File: config.mk
export PLATFORM = sky130hd
export DESIGN_NAME = txdma_chan_ctrl
export DESIGN_NICKNAME = d
export VERILOG_FILES = /design/src/rtl/txdma_ctl_pkg.sv /design/src/rtl/txdma_req_decode.sv /design/src/rtl/txdma_chan_regs.sv /design/src/rtl/txdma_chan_ctrl.sv
export SDC_FILE = /design/constraint.sdc
export NUM_CORES = 1
export LEC_CHECK = 0
export ABC_AREA = 1
export CAP_MARGIN = 20
export CORE_UTILIZATION = 45
export CTS_CLUSTER_DIAMETER = 120
export DETAILED_ROUTE_END_ITERATION = 10
export DONT_BUFFER_PORTS = 1
export HOLD_SLACK_MARGIN = 0.1
export SKIP_LAST_GASP = 1
export SLEW_MARGIN = 20
export SYNTH_ARGS = -nofsm -noshare
export SYNTH_HDL_FRONTEND = slang
export SYNTH_SLANG_ARGS = --single-unit
File: constraint.sdc
create_clock -name clk -period 1.6 [get_ports clk]
set_clock_uncertainty 0.2 [all_clocks]
set_input_delay 0.32 -clock clk [delete_from_list [all_inputs] [get_ports clk]]
set_output_delay 0.32 -clock clk [all_outputs]
set_load 0.01 [all_outputs]
File: src/rtl/txdma_ctl_pkg.sv
package txdma_ctl_pkg;
    localparam int OFF_W = 3;

    typedef enum logic [OFF_W-1:0] {
        REG_CFG    = 3'd0,
        REG_STAT   = 3'd1,
        REG_MBX_LO = 3'd2,
        REG_MBX_HI = 3'd3,
        REG_IMASK  = 3'd4
    } reg_sel_e;

    // Bit positions software decodes
    localparam int CFG_EN_BIT   = 0;
    localparam int CFG_RST_BIT  = 1;
    localparam int CFG_QST_BIT  = 2;
    localparam int STAT_ARM_BIT = 0;
endpackage

File: src/rtl/txdma_req_decode.sv
module txdma_req_decode #(
    parameter int NUM_CH   = 4,
    parameter int CH_IDX_W = 3
) (
    input  logic                req_valid,
    input  logic                req_write,
    input  logic [CH_IDX_W-1:0] req_chan,
    output logic                chan_ok,
    output logic [NUM_CH-1:0]   wr_sel
);
    localparam int PAD_W = 32 - CH_IDX_W;

    assign chan_ok = ({{PAD_W{1'b0}}, req_chan} < NUM_CH);

    for (genvar i = 0; i < NUM_CH; i++) begin : g_sel
        assign wr_sel[i] = req_valid && req_write && chan_ok &&
                           (req_chan == CH_IDX_W'(i));
    end
endmodule

File: src/rtl/txdma_chan_regs.sv
module txdma_chan_regs
    import txdma_ctl_pkg::*;
#(
    parameter int DATA_W = 64,
    parameter int LO_W   = 32,
    parameter int HI_W   = 12,
    parameter int MASK_W = 8
) (
    input  logic                 clk,
    input  logic                 rst_n,
    input  logic                 wr_en,
    input  logic [OFF_W-1:0]     wr_off,
    input  logic [DATA_W-1:0]    wr_data,
    input  logic [OFF_W-1:0]     rd_off,
    output logic [DATA_W-1:0]    rd_data,
    input  logic                 eng_idle,
    input  logic                 mbox_done,
    output logic                 enable,
    output logic                 mbox_req,
    output logic [LO_W+HI_W-1:0] mbox_addr,
    output logic [MASK_W-1:0]    int_mask
);
    typedef struct packed {
        logic              enable;
        logic              rst_pulse;
        logic              quiesce;
        logic              idle_seen;
        logic              arm;
        logic [LO_W-1:0]   lo;
        logic [HI_W-1:0]   hi;
        logic [MASK_W-1:0] mask;
    } chan_state_t;

    chan_state_t st_d, st_q;
    logic wr_cfg, wr_stat, soft_rst;

    always_comb begin
        st_d     = st_q;
        wr_cfg   = wr_en && (wr_off == REG_CFG);
        wr_stat  = wr_en && (wr_off == REG_STAT);
        soft_rst = wr_cfg && wr_data[CFG_RST_BIT];

        st_d.rst_pulse = soft_rst;
        if (wr_cfg)
            st_d.enable = soft_rst ? 1'b0 : wr_data[CFG_EN_BIT];

        // Two consecutive idle samples, restarted by a soft reset
        st_d.idle_seen = eng_idle && !soft_rst;
        if (st_d.enable || soft_rst)
            st_d.quiesce = 1'b0;
        else if (eng_idle && st_q.idle_seen)
            st_d.quiesce = 1'b1;

        if (wr_stat && wr_data[STAT_ARM_BIT])
            st_d.arm = 1'b1;
        else if (mbox_done)
            st_d.arm = 1'b0;

        if (wr_en && wr_off == REG_MBX_LO) st_d.lo   = wr_data[LO_W-1:0];
        if (wr_en && wr_off == REG_MBX_HI) st_d.hi   = wr_data[HI_W-1:0];
        if (wr_en && wr_off == REG_IMASK)  st_d.mask = wr_data[MASK_W-1:0];
    end

    always_ff @(posedge clk or negedge rst_n) begin
        if (!rst_n) begin
            st_q      <= '0;
            st_q.mask <= '1;
        end else begin
            st_q <= st_d;
        end
    end

    always_comb begin
        rd_data = '0;
        case (rd_off)
            REG_CFG: begin
                rd_data[CFG_EN_BIT]  = st_q.enable;
                rd_data[CFG_RST_BIT] = st_q.rst_pulse;
                rd_data[CFG_QST_BIT] = st_q.quiesce;
            end
            REG_STAT:   rd_data[STAT_ARM_BIT] = st_q.arm;
            REG_MBX_LO: rd_data[LO_W-1:0]     = st_q.lo;
            REG_MBX_HI: rd_data[HI_W-1:0]     = st_q.hi;
            REG_IMASK:  rd_data[MASK_W-1:0]   = st_q.mask;
            default:    rd_data = '0;
        endcase
    end

    assign enable    = st_q.enable;
    assign mbox_req  = st_q.arm;
    assign mbox_addr = {st_q.hi, st_q.lo};
    assign int_mask  = st_q.mask;

    logic unused_wdata;
    assign unused_wdata = ^wr_data;

    // quiesce only rises after two idle samples with the channel disabled
    assert_quiesce_after_idle_R3: assert property (@(posedge clk) disable iff (!rst_n)
        $rose(st_q.quiesce) |-> ($past(eng_idle) && $past(eng_idle, 2) && !st_q.enable));

    // an enabled channel never reports quiesce
    assert_enabled_not_quiet_R2: assert property (@(posedge clk) disable iff (!rst_n)
        st_q.enable |-> !st_q.quiesce);

    // the soft-reset cycle shows the channel stopped and not quiesced
    assert_reset_clears_cfg_R4: assert property (@(posedge clk) disable iff (!rst_n)
        st_q.rst_pulse |-> (!st_q.enable && !st_q.quiesce));

    // a pending mailbox request falls only after a done pulse
    assert_mbox_clear_by_done_R7: assert property (@(posedge clk) disable iff (!rst_n)
        $fell(st_q.arm) |-> $past(mbox_done));
endmodule

File: src/rtl/txdma_chan_ctrl.sv
module txdma_chan_ctrl
    import txdma_ctl_pkg::*;
#(
    parameter int NUM_CH   = 4,
    parameter int CH_IDX_W = 3,
    parameter int DATA_W   = 64,
    parameter int LO_W     = 32,
    parameter int HI_W     = 12,
    parameter int MASK_W   = 8
) (
    input  logic                       clk,
    input  logic                       rst_n,
    input  logic                       req_valid,
    input  logic                       req_write,
    input  logic [CH_IDX_W-1:0]        req_chan,
    input  logic [OFF_W-1:0]           req_reg,
    input  logic [DATA_W-1:0]          req_wdata,
    output logic                       rsp_valid,
    output logic                       rsp_err,
    output logic [DATA_W-1:0]          rsp_rdata,
    input  logic [NUM_CH-1:0]          eng_idle,
    input  logic [NUM_CH-1:0]          mbox_done,
    output logic [NUM_CH-1:0]          chan_enable,
    output logic [NUM_CH-1:0]          mbox_req,
    output logic [NUM_CH*(LO_W+HI_W)-1:0] mbox_addr,
    output logic [NUM_CH*MASK_W-1:0]   int_mask
);
    localparam int ADDR_W = LO_W + HI_W;

    typedef struct packed {
        logic              valid;
        logic              err;
        logic [DATA_W-1:0] data;
    } rsp_t;

    logic              chan_ok;
    logic [NUM_CH-1:0] wr_sel;
    logic [DATA_W-1:0] rd_all [NUM_CH];
    logic [DATA_W-1:0] rd_sel;
    rsp_t              rsp_d, rsp_q;

    txdma_req_decode #(.NUM_CH(NUM_CH), .CH_IDX_W(CH_IDX_W)) u_dec (
        .req_valid (req_valid),
        .req_write (req_write),
        .req_chan  (req_chan),
        .chan_ok   (chan_ok),
        .wr_sel    (wr_sel)
    );

    for (genvar i = 0; i < NUM_CH; i++) begin : g_ch
        txdma_chan_regs #(
            .DATA_W (DATA_W),
            .LO_W   (LO_W),
            .HI_W   (HI_W),
            .MASK_W (MASK_W)
        ) u_regs (
            .clk       (clk),
            .rst_n     (rst_n),
            .wr_en     (wr_sel[i]),
            .wr_off    (req_reg),
            .wr_data   (req_wdata),
            .rd_off    (req_reg),
            .rd_data   (rd_all[i]),
            .eng_idle  (eng_idle[i]),
            .mbox_done (mbox_done[i]),
            .enable    (chan_enable[i]),
            .mbox_req  (mbox_req[i]),
            .mbox_addr (mbox_addr[i*ADDR_W +: ADDR_W]),
            .int_mask  (int_mask[i*MASK_W +: MASK_W])
        );
    end

    always_comb begin
        rd_sel = '0;
        for (int i = 0; i < NUM_CH; i++)
            if (req_chan == CH_IDX_W'(i)) rd_sel = rd_sel | rd_all[i];
        rsp_d.valid = req_valid;
        rsp_d.err   = req_valid && !chan_ok;
        rsp_d.data  = (req_valid && !req_write && chan_ok) ? rd_sel : '0;
    end

    always_ff @(posedge clk or negedge rst_n) begin
        if (!rst_n) rsp_q <= '0;
        else        rsp_q <= rsp_d;
    end

    assign rsp_valid = rsp_q.valid;
    assign rsp_err   = rsp_q.err;
    assign rsp_rdata = rsp_q.data;

    // every request is answered on the following cycle
    assert_rsp_follows_req_R11: assert property (@(posedge clk) disable iff (!rst_n)
        req_valid |=> rsp_valid);

    // a rejected access never returns data
    assert_bad_chan_zero_R10: assert property (@(posedge clk) disable iff (!rst_n)
        (rsp_valid && rsp_err) |-> (rsp_rdata == '0));
endmodule

# Word-level counts from Yosys, hierarchy flattened

Cells that the tools add are included.

Bits in registers: 294
Output and inout port bits: 282
Logic and storage cells: 160
Bits of input ports: 82

Mux-type cells: 49
Reductions and logical operators: 65
Bitwise operators: 3
$lt $le $gt $ge: 1
Equality and inequality tests: 7

Operator list:

| kind                                               | number |
|---|---|
| two-way mux 64 bit                                 | 3 |
| OR 64 x 32 -> 64 bit                               | 2 |
| two-way mux 20 bit                                 | 4 |
| two-way mux 32 bit                                 | 2 |
| case mux 5 bit (3 select lines)                    | 4 |
| logical AND 1 bit                                  | 45 |
| OR 32 bit                                          | 1 |
| case mux 2 bit (4 select lines)                    | 4 |
| case mux 4 bit (2 select lines)                    | 4 |
| two-way mux 1 bit                                  | 24 |
| case mux 1 bit (5 select lines)                    | 4 |
| nonzero test 2 bit                                 | 8 |
| == test 3 x 2 -> 1 bit (second input constant)     | 4 |
| == test 3 x 1 -> 1 bit (second input constant)     | 2 |
| logical NOT 1 bit                                  | 6 |
| logical NOT 3 bit                                  | 2 |
| logical OR 1 bit                                   | 4 |
| == test 3 bit (second input constant)              | 1 |
| less-than comparator 3 bit (second input constant) | 1 |

# Longest topological paths before layout

Gate-level depths: netlist of the first run.

Depth in word-level cells: 10
Mapped depth: 11
Gate-level depth less buffers: 9

# By module

From an unflattened synthesis of the first run, not the netlist that was laid out.

Cell total of the unflattened synthesis: 2285
Area total of the unflattened synthesis: 17451.7 sq um

Modules (own cells, without submodules):

| module           | sequential area each (sq um) | instances | area each (sq um) | cells each |
|---|---|---|---|---|
| txdma_chan_regs  | 1436.4                       | 4         | 3228.1            | 403 |
| txdma_chan_ctrl  | 1651.6                       | 1         | 4488.1            | 661 |
| txdma_req_decode | 0.0                          | 1         | 51.3              | 12 |

# Worst setup path after synthesis of the first run

OpenSTA, ideal clock, no wires.

Path kind: input to register
From: input port req_reg[0]
To: register rsp_q, in the netlist rsp_rdata[4]
Library setup time: 0.072 ns
Buffers on the path: 2
Required time: 1.328 ns
Cell stages on the path: 11
Data arrival time: 1.286 ns
Setup slack: 0.042 ns
Path through: buf_6 clkinv_2 nand2_2 nor2_4 buf_2 nand2_1 nand3_1 nand2_1 nand3_1 nor2_1 nor2_1

RTL lines:

| what                   | line                  | RTL |
|---|---|---|
| start: declaration     | txdma_chan_ctrl.sv:16 | `input logic [OFF_W-1:0] req_reg,` |
| end signal: assignment | txdma_chan_ctrl.sv:84 | `else rsp_q <= rsp_d;` |
| end: declaration       | txdma_chan_ctrl.sv:40 | `rsp_t rsp_d, rsp_q;` |

# Worst setup path in the final report of the first run

From: register g_ch[3].u_regs.st_q, in the netlist g_ch[3].u_regs.int_mask[1]
To: output port int_mask[25]

RTL lines:

| what                     | line                  | RTL |
|---|---|---|
| start: declaration       | txdma_chan_regs.sv:34 | `chan_state_t st_d, st_q;` |
| start signal: assignment | txdma_chan_regs.sv:69 | `st_q <= st_d;` |
| end: declaration         | txdma_chan_ctrl.sv:26 | `output logic [NUM_CH*MASK_W-1:0] int_mask` |

No word-level cell between the ends.

==> results.md, run 1 <==
* FF+latch count, synth at approximately 260
* CP Capture Type: output pin
* Failing checks: negative hold slack, negative setup slack
* Worst path max stage delay at about 0.54 ns
* Critical path arrival at roughly 1.2 ns
* CTS tree: built
* # rows at between 60 and 70
* Grt total ovfl at 0
* Commonest non-fill, non-tap cells in the layout: nand2_1, dfrtp_1, o21ai_0
* Root Buffer: clkbuf_16
* Critical-path cell list: buf_6
* Total power at 0.0147 W
* DRT iter0 DRCs at around 700
* Placement Cell Area at 12100 µm²
* Fin. max-slew vios at 0
* Clock network power share at 44.4%
* CTS HTree Levels at 1
* Pre-CTS setup slack at -0.137 ns
* Wire length on met2 at 17600 µm
* CTS sink count at 262
* Worst relative slew slack at between 30% and 40%
* Final hold slack at -0.739 ns
* Switching power at approximately 0.0036 W
* Largest net degree at the start of global routing at 263
* Syn Std Cell Area at approximately 13000 µm²
* Post-route DRC at 0
* Fin area at 13900 µm²
* Seq/Total Area, Yosys at roughly 51%
* Ports at approximately 360
* Critical path class: reg -> out
* Nets at between 1000 and 1500
* Combinational share of power at under 10%
* Initial antenna violation count at 0
* Post-synthesis cell count at 1508
* Gpl congestion at slightly below 0.9
* Antenna Nets Post-Route at 0
* Die Wd at roughly 170 µm
* Routed length on met3 at approximately 3500 µm
* Met1 wire length at between 10000 and 15000 µm
* Most common cell after layout, fill and taps aside: nand2_1
* Fin crit period at 1.73 ns
* Pwr per Cell Area at about 1100 nW/µm²
* Setup TNS at -1.77 ns
* Setup Viol. Count Final at 33
* Core ar. at roughly 28000 µm²
* Tcrit/Tclk final at 108%
* Initial core utilization at 46.1%
* Pin slew with the least headroom to its limit at between 0.9 and 1 ns
* CTS buffer count at 29
* Die ar. at ~29000 µm²
* Hold Path Class: in -> async
* Pre-antenna DRT Iters at 5
* Pleak at approximately 6.4 nW
* Sequential share of power at 50.0%
* Wirelength, routed at 36500 µm
* Die height at 171 µm
* Max-cap violations at 0
* Net Sw Frac at 24.6%
* Quantity of I/O buffers inserted on ports at 0
* Status: finished with violations
* Crit path buffers/inverters at 1
* Internal at approximately 0.011 W
* Gr usage total at 24.1%
* Sequential cell area at roughly 6600 µm²
* Final-layout fill cell count at around 2600
* Clock buffer depth at 3
* Worst vdd ir at between 0.7 and 0.8 mV
* Top Layer Used: met4
* Synth Warn # at 0
* Unrepaired setup endpoints after global routing: yes
* DR WL/cell at around 20 µm
* Fmax at just under 0.6 GHz
* Clock-pin slew on the worst setup and hold paths at 0.07 ns
* Max stage delay cell, worst path: dfstp_2
* CP required at ~1.1 ns
* Largest delay share family, worst path: flip-flops
* Crit path max fanout at 2
* Multi-input logic area at about 4000 µm²
* Post-Syn Area per Cell at roughly 8.5 µm²
* Fraction of layout cells with a size suffix above 1 at between 10% and 20%
* First-pass GRT wire length at roughly 53000 µm
* Number of global-route vias before repair at 8784
* Area grow syn2layout at 7.93%
* Hold Violations, Final at around 270
* Netlist cell types at 28
* Clk Latency, worst-skew pair at ~0.56 ns
* Hpwl dp at between 20000 and 25000 µm
* Vias/cell at a little over 5
* Startpoint Class: register
* Final setup margin at -0.135 ns
* Vias post-DR at about 9200
==> sequential cells by signal (all words and copies together), names as in the netlist <==
register and cells:
g_ch.u_regs.enable 4, g_ch.u_regs.mbox_req 4, g_ch.u_regs.int_mask 32, rsp_valid 1
g_ch.u_regs.mbox_addr 176, rsp_err 1, g_ch.u_regs.st_q 12, rsp_rdata 32
==> per-stage QoR <==
stage / std cells / utilization [%]
global route: 1795 / 49.7
CTS: 1775 / 48.7
detailed placement: 1670 / 43.5
finish: 1796 / 49.7
global placement: 1670 / 43.5
floorplan: 1539 / -
==> layer usage <==
metal	global-route usage [%]	up-vias
met1	30.3	4501
met3	8.24	53
met5	0	-
met4	5.01	0
met2	39.9	357
li1	-	4323
==> final timing paths <==
path	depth (start not counted)	slack, ns	end	from
max	1	-0.13	int_mask[25]	g_ch[3].u_regs.int_mask[1]
min	0	-0.74	g_ch[1].u_regs.mbox_addr[36]	rst_n
max reg2reg	7	0.06	rsp_rdata[1]	g_ch[3].u_regs.int_mask[1]
min reg2reg	2	0.30	g_ch[2].u_regs.int_mask[5]	g_ch[2].u_regs.int_mask[5]
max in group asynchronous	0	1.15	g_ch[0].u_regs.mbox_addr[33]	rst_n
min in group clk	4	-0.12	g_ch[0].u_regs.mbox_req	req_reg[0]
==> cell families after synthesis <==
group,count (synthesis),share of synthesized area (%)
AO/OA/AOI/OAI,270,11.1
buffers and inverters,378,18.8
other,1,0.0291
flip-flops,262,51.3
AND/OR/NAND/NOR,597,18.8
==> cells in the mapped netlist (all sizes together) <==
library cell | number | share of area [%]
nand2 | 506 | 15
buf | 278 | 16
o21ai | 234 | 9.1
dfrtp | 230 | 45
inv | 54 | 1.6
nand3 | 46 | 2.0
clkbuf | 43 | 1.3
nor2 | 35 | 1.4
dfstp | 32 | 6.5
a41oi | 20 | 1.4
a21oi | 12 | 0.47
nor3 | 9 | 0.35
a31oi | 3 | 0.15
clkinv | 3 | 0.097
conb | 1 | 0.029
nand4 | 1 | 0.049
o21bai | 1 | 0.058
==> layout make-up <==
type / count / area share (%)
Antenna cell: 1 / 0.0180
Inverter: 57 / 1.59
Sequential cell: 262 / 47.5
Clock inverter: 11 / 0.604
Timing Repair Buffer: 145 / 11.9
Tap cell: 378 / 3.41
Clock buffer: 43 / 6.11
Multi-Input combinational cell: 899 / 28.9
==> repair_timing <==
action,CTS,global route
setup endpoints to repair,41,284
pin swaps,0,7
hold endpoints to repair,523,302
buffers inserted,4,12
gates resized for setup,10,21
gates cloned,0,4
hold buffers,47,5
==> power by group through the flow <==
stage                     registers [W]  logic, W  clock network [W]
after floorplan                 0.00720  0.000997                  0
after global placement          0.00746  0.000666                  0
after detailed placement        0.00747  0.000685                  0
after CTS                       0.00735  0.000798            0.00666
after global routing            0.00739  0.000937            0.00690
final                           0.00736  0.000832            0.00653
Note: power is estimated with default switching activity, not from simulation.
==> run 2, diff against run 1 <==
- ABC_AREA: 1 -> unset
==> results.md, run 2 <==
* Status: finished with violations
* Failing checks: negative hold slack, negative setup slack
* First-pass GRT wire length at 53500 µm
* DR WL/cell at about 26 µm
* Clk Latency, worst-skew pair at 0.55 ns
* CTS buffer count at 29
* Switching power at 0.00393 W
* Fmax at about 0.58 GHz
* Number of global-route vias before repair at 7960
* Max-cap violations at 0
* Pre-antenna DRT Iters at 5
* CP required at 1.08 ns
* Most common cell after layout, fill and taps aside: dfrtp_1
* R2R depth at 6
* CP Capture Type: output pin
* Synth area leader: dfrtp_1
* Pleak at approximately 6.9 nW
* Clock-pin slew on the worst setup and hold paths at around 0.06 ns
* Antenna Nets Post-Route at 0
* Netlist cell types at 53
* Largest delay share family, worst path: flip-flops
* Gpl congestion at between 0.7 and 0.8
* Internal at between 0.01 and 0.015 W
* Nets at roughly 1100
* Crit path buffers/inverters at 1
* CTS HTree Levels at 1
* Post-synthesis cell count at approximately 1100
* Critical path class: reg -> out
* Number of flip-flops under the largest register name at about 180
* Vias post-DR at between 7000 and 8000
* Largest cells by area after synthesis: dfrtp_1, buf_4, mux2_1
* DRT iter0 DRCs at slightly above 500
* Fin. max-slew vios at 0
* FF+latch count, synth at between 200 and 300
* Initial core utilization at a little under half
* Hold Violations, Final at 279
* Startpoint Class: register
* Total power at ~0.016 W
* Flop2flop setup slack at -0.04 ns
* Worst path depth at 1
* CTS tree: built
* Sequential share of power at 49.3%
* Synth Warn # at 0
* Final hold slack at -0.737 ns
* Ports at roughly 360
* Hpwl dp at between 20000 and 25000 µm
* Root Buffer: clkbuf_16
* Ys async rst share at 100%
* Die height at ~170 µm
* Clock network power share at between 40 and 50%
* Worst vdd ir at slightly above 0.8 mV
* Commonest cells post-synth: buf_4, dfrtp_1, mux2_1
* Syn Std Cell Area at ~13000 µm²
* Commonest non-fill, non-tap cells in the layout: dfrtp_1, mux2_1, a22oi_1
* Final setup margin at -0.126 ns
* Vias/cell at approximately 5.5
* Pwr per Cell Area at around 1100 nW/µm²
* Post-synth EDFFs at 0
* Post-route DRC at 0
* Net Sw Frac at around 25%
* Top cell type's share of synthesized area at between 40% and 50%
* # rows at between 60 and 70
* Seq/Total Area, Yosys at between 40 and 50%
* Fraction of layout cells with a size suffix above 1 at about 36%
* Top_reg_cell synth: dfrtp_1
* Crit path max fanout at 2
* Pin slew with the least headroom to its limit at 0.936 ns
* Worst relative slew slack at 37.6%
* Critical-path cell list: buf_6
* Gr usage total at a little under a quarter
* Unrepaired setup endpoints after global routing: yes
* Quantity of I/O buffers inserted on ports at 0
* Count leader, synth: buf_4
* Grt total ovfl at 0
* Area grow syn2layout at 9.84%
* Largest net degree at the start of global routing at between 200 and 300
* Initial antenna violation count at 3
* Die ar. at 30500 µm²
* Tcrit/Tclk final at 108%
* CTS sink count at approximately 260
* Wirelength, routed at approximately 36000 µm
* Hold Path Class: in -> async
* Worst path max stage delay at between 0.5 and 0.6 ns
* Setup Viol. Count Final at between 40 and 50
* Critical path arrival at between 1 and 1.5 ns
* Post-Syn Area per Cell at 12.6 µm²
* RR Startpoint: g_ch[2].u_regs.enable
* Combinational share of power at 8.6%
* Clock buffer depth at 3
* Max stage delay cell, worst path: dfstp_2
* Fin crit period at approximately 1.7 ns
* FF-to-FF End: rsp_rdata[0]
* Core ar. at 29000 µm²
* Die Wd at approximately 170 µm
## run 2: changes by cell type in the layout (fill, tap and decap cells not counted), sizes merged, moves of 9 or more
cell     previous run  this run
buf                91       109
o21ai             234        14
o2bb2ai             0        20
nor2b               0         9
a22oi               0        76
a41oi              20         0
mux2                0       221
nand3              46         4
inv                55         6
nand2             506        19
a21oi              12        34
mux2i               0        18
## run 2: stage by stage
step	worst slack [ns]	std cells	util [%]	cell area, µm²	TNS (ns)
floorplan	-0.156	1098	-	13800	-22.81
global placement	-0.313	1273	44.5	12900	-47.93
detailed placement	-0.334	1273	44.5	12900	-52.68
CTS	-0.146	1389	50.3	14600	-5.36
global route	-0.155	1394	50.7	14700	-3.36
finish	-0.126	1395	50.7	14700	-1.90
## run 2: what timing repair did
action	in CTS	in global routing
pin swaps	3	7
resized for setup	31	21
endpoints found under the setup margin	57	115
setup buffers	7	6
endpoints found under the hold margin	524	298
hold buffers	56	2
## run 2: worst max path at each step
stage,startpoint,end,slack [ns]
floorplan,req_chan[2],g_ch[2].u_regs.mbox_addr[1],-0.16
global placement,req_chan[2],g_ch[2].u_regs.mbox_addr[40],-0.31
detailed placement,req_chan[2],g_ch[3].u_regs.mbox_addr[31],-0.33
CTS,g_ch[0].u_regs.int_mask[1],int_mask[1],-0.15
global route,g_ch[2].u_regs.enable,chan_enable[2],-0.15
finish,g_ch[0].u_regs.int_mask[1],int_mask[1],-0.13
## run 2: layout make-up
class,instances,area (µm²)
clock buffer,45,856
clock inverter,8,97.6
multi-input combinational,527,4910
tap,384,480
inverter,4,15.0
fill,2514,14300
timing repair buffer,164,1750
antenna,1,2.50
sequential,262,6600
## run 2: cells by family (layout without fill, tap and decap cells)
group                  after synthesis  after routing  synth area share (%)
and+or+nand+nor                     89             89                  4.39
AOI/OAI and AO/OA                  167            167                  8.78
buffers and inverters              309            221                  16.8
other                                1             33                0.0280
muxes                              239            239                  20.8
DFF                                262            262                  49.2
## run 2: layer usage
metal,GRT usage [%],vias to the layer above,share of wire (%)
li1,-,3349,-
met1,32.0,4015,43
met2,36.2,328,46
met4,6.41,0,2.5
met3,6.23,47,7.8
met5,0,-,0
## run 2: power by group through the flow
stage                     Clock (W)  Sequential (W)  Combinational (W)
after floorplan                   0         0.00751            0.00175
after global placement            0         0.00791            0.00106
after detailed placement          0         0.00792            0.00109
after CTS                   0.00681         0.00781            0.00133
after global routing        0.00703         0.00787            0.00146
final                       0.00666         0.00781            0.00136
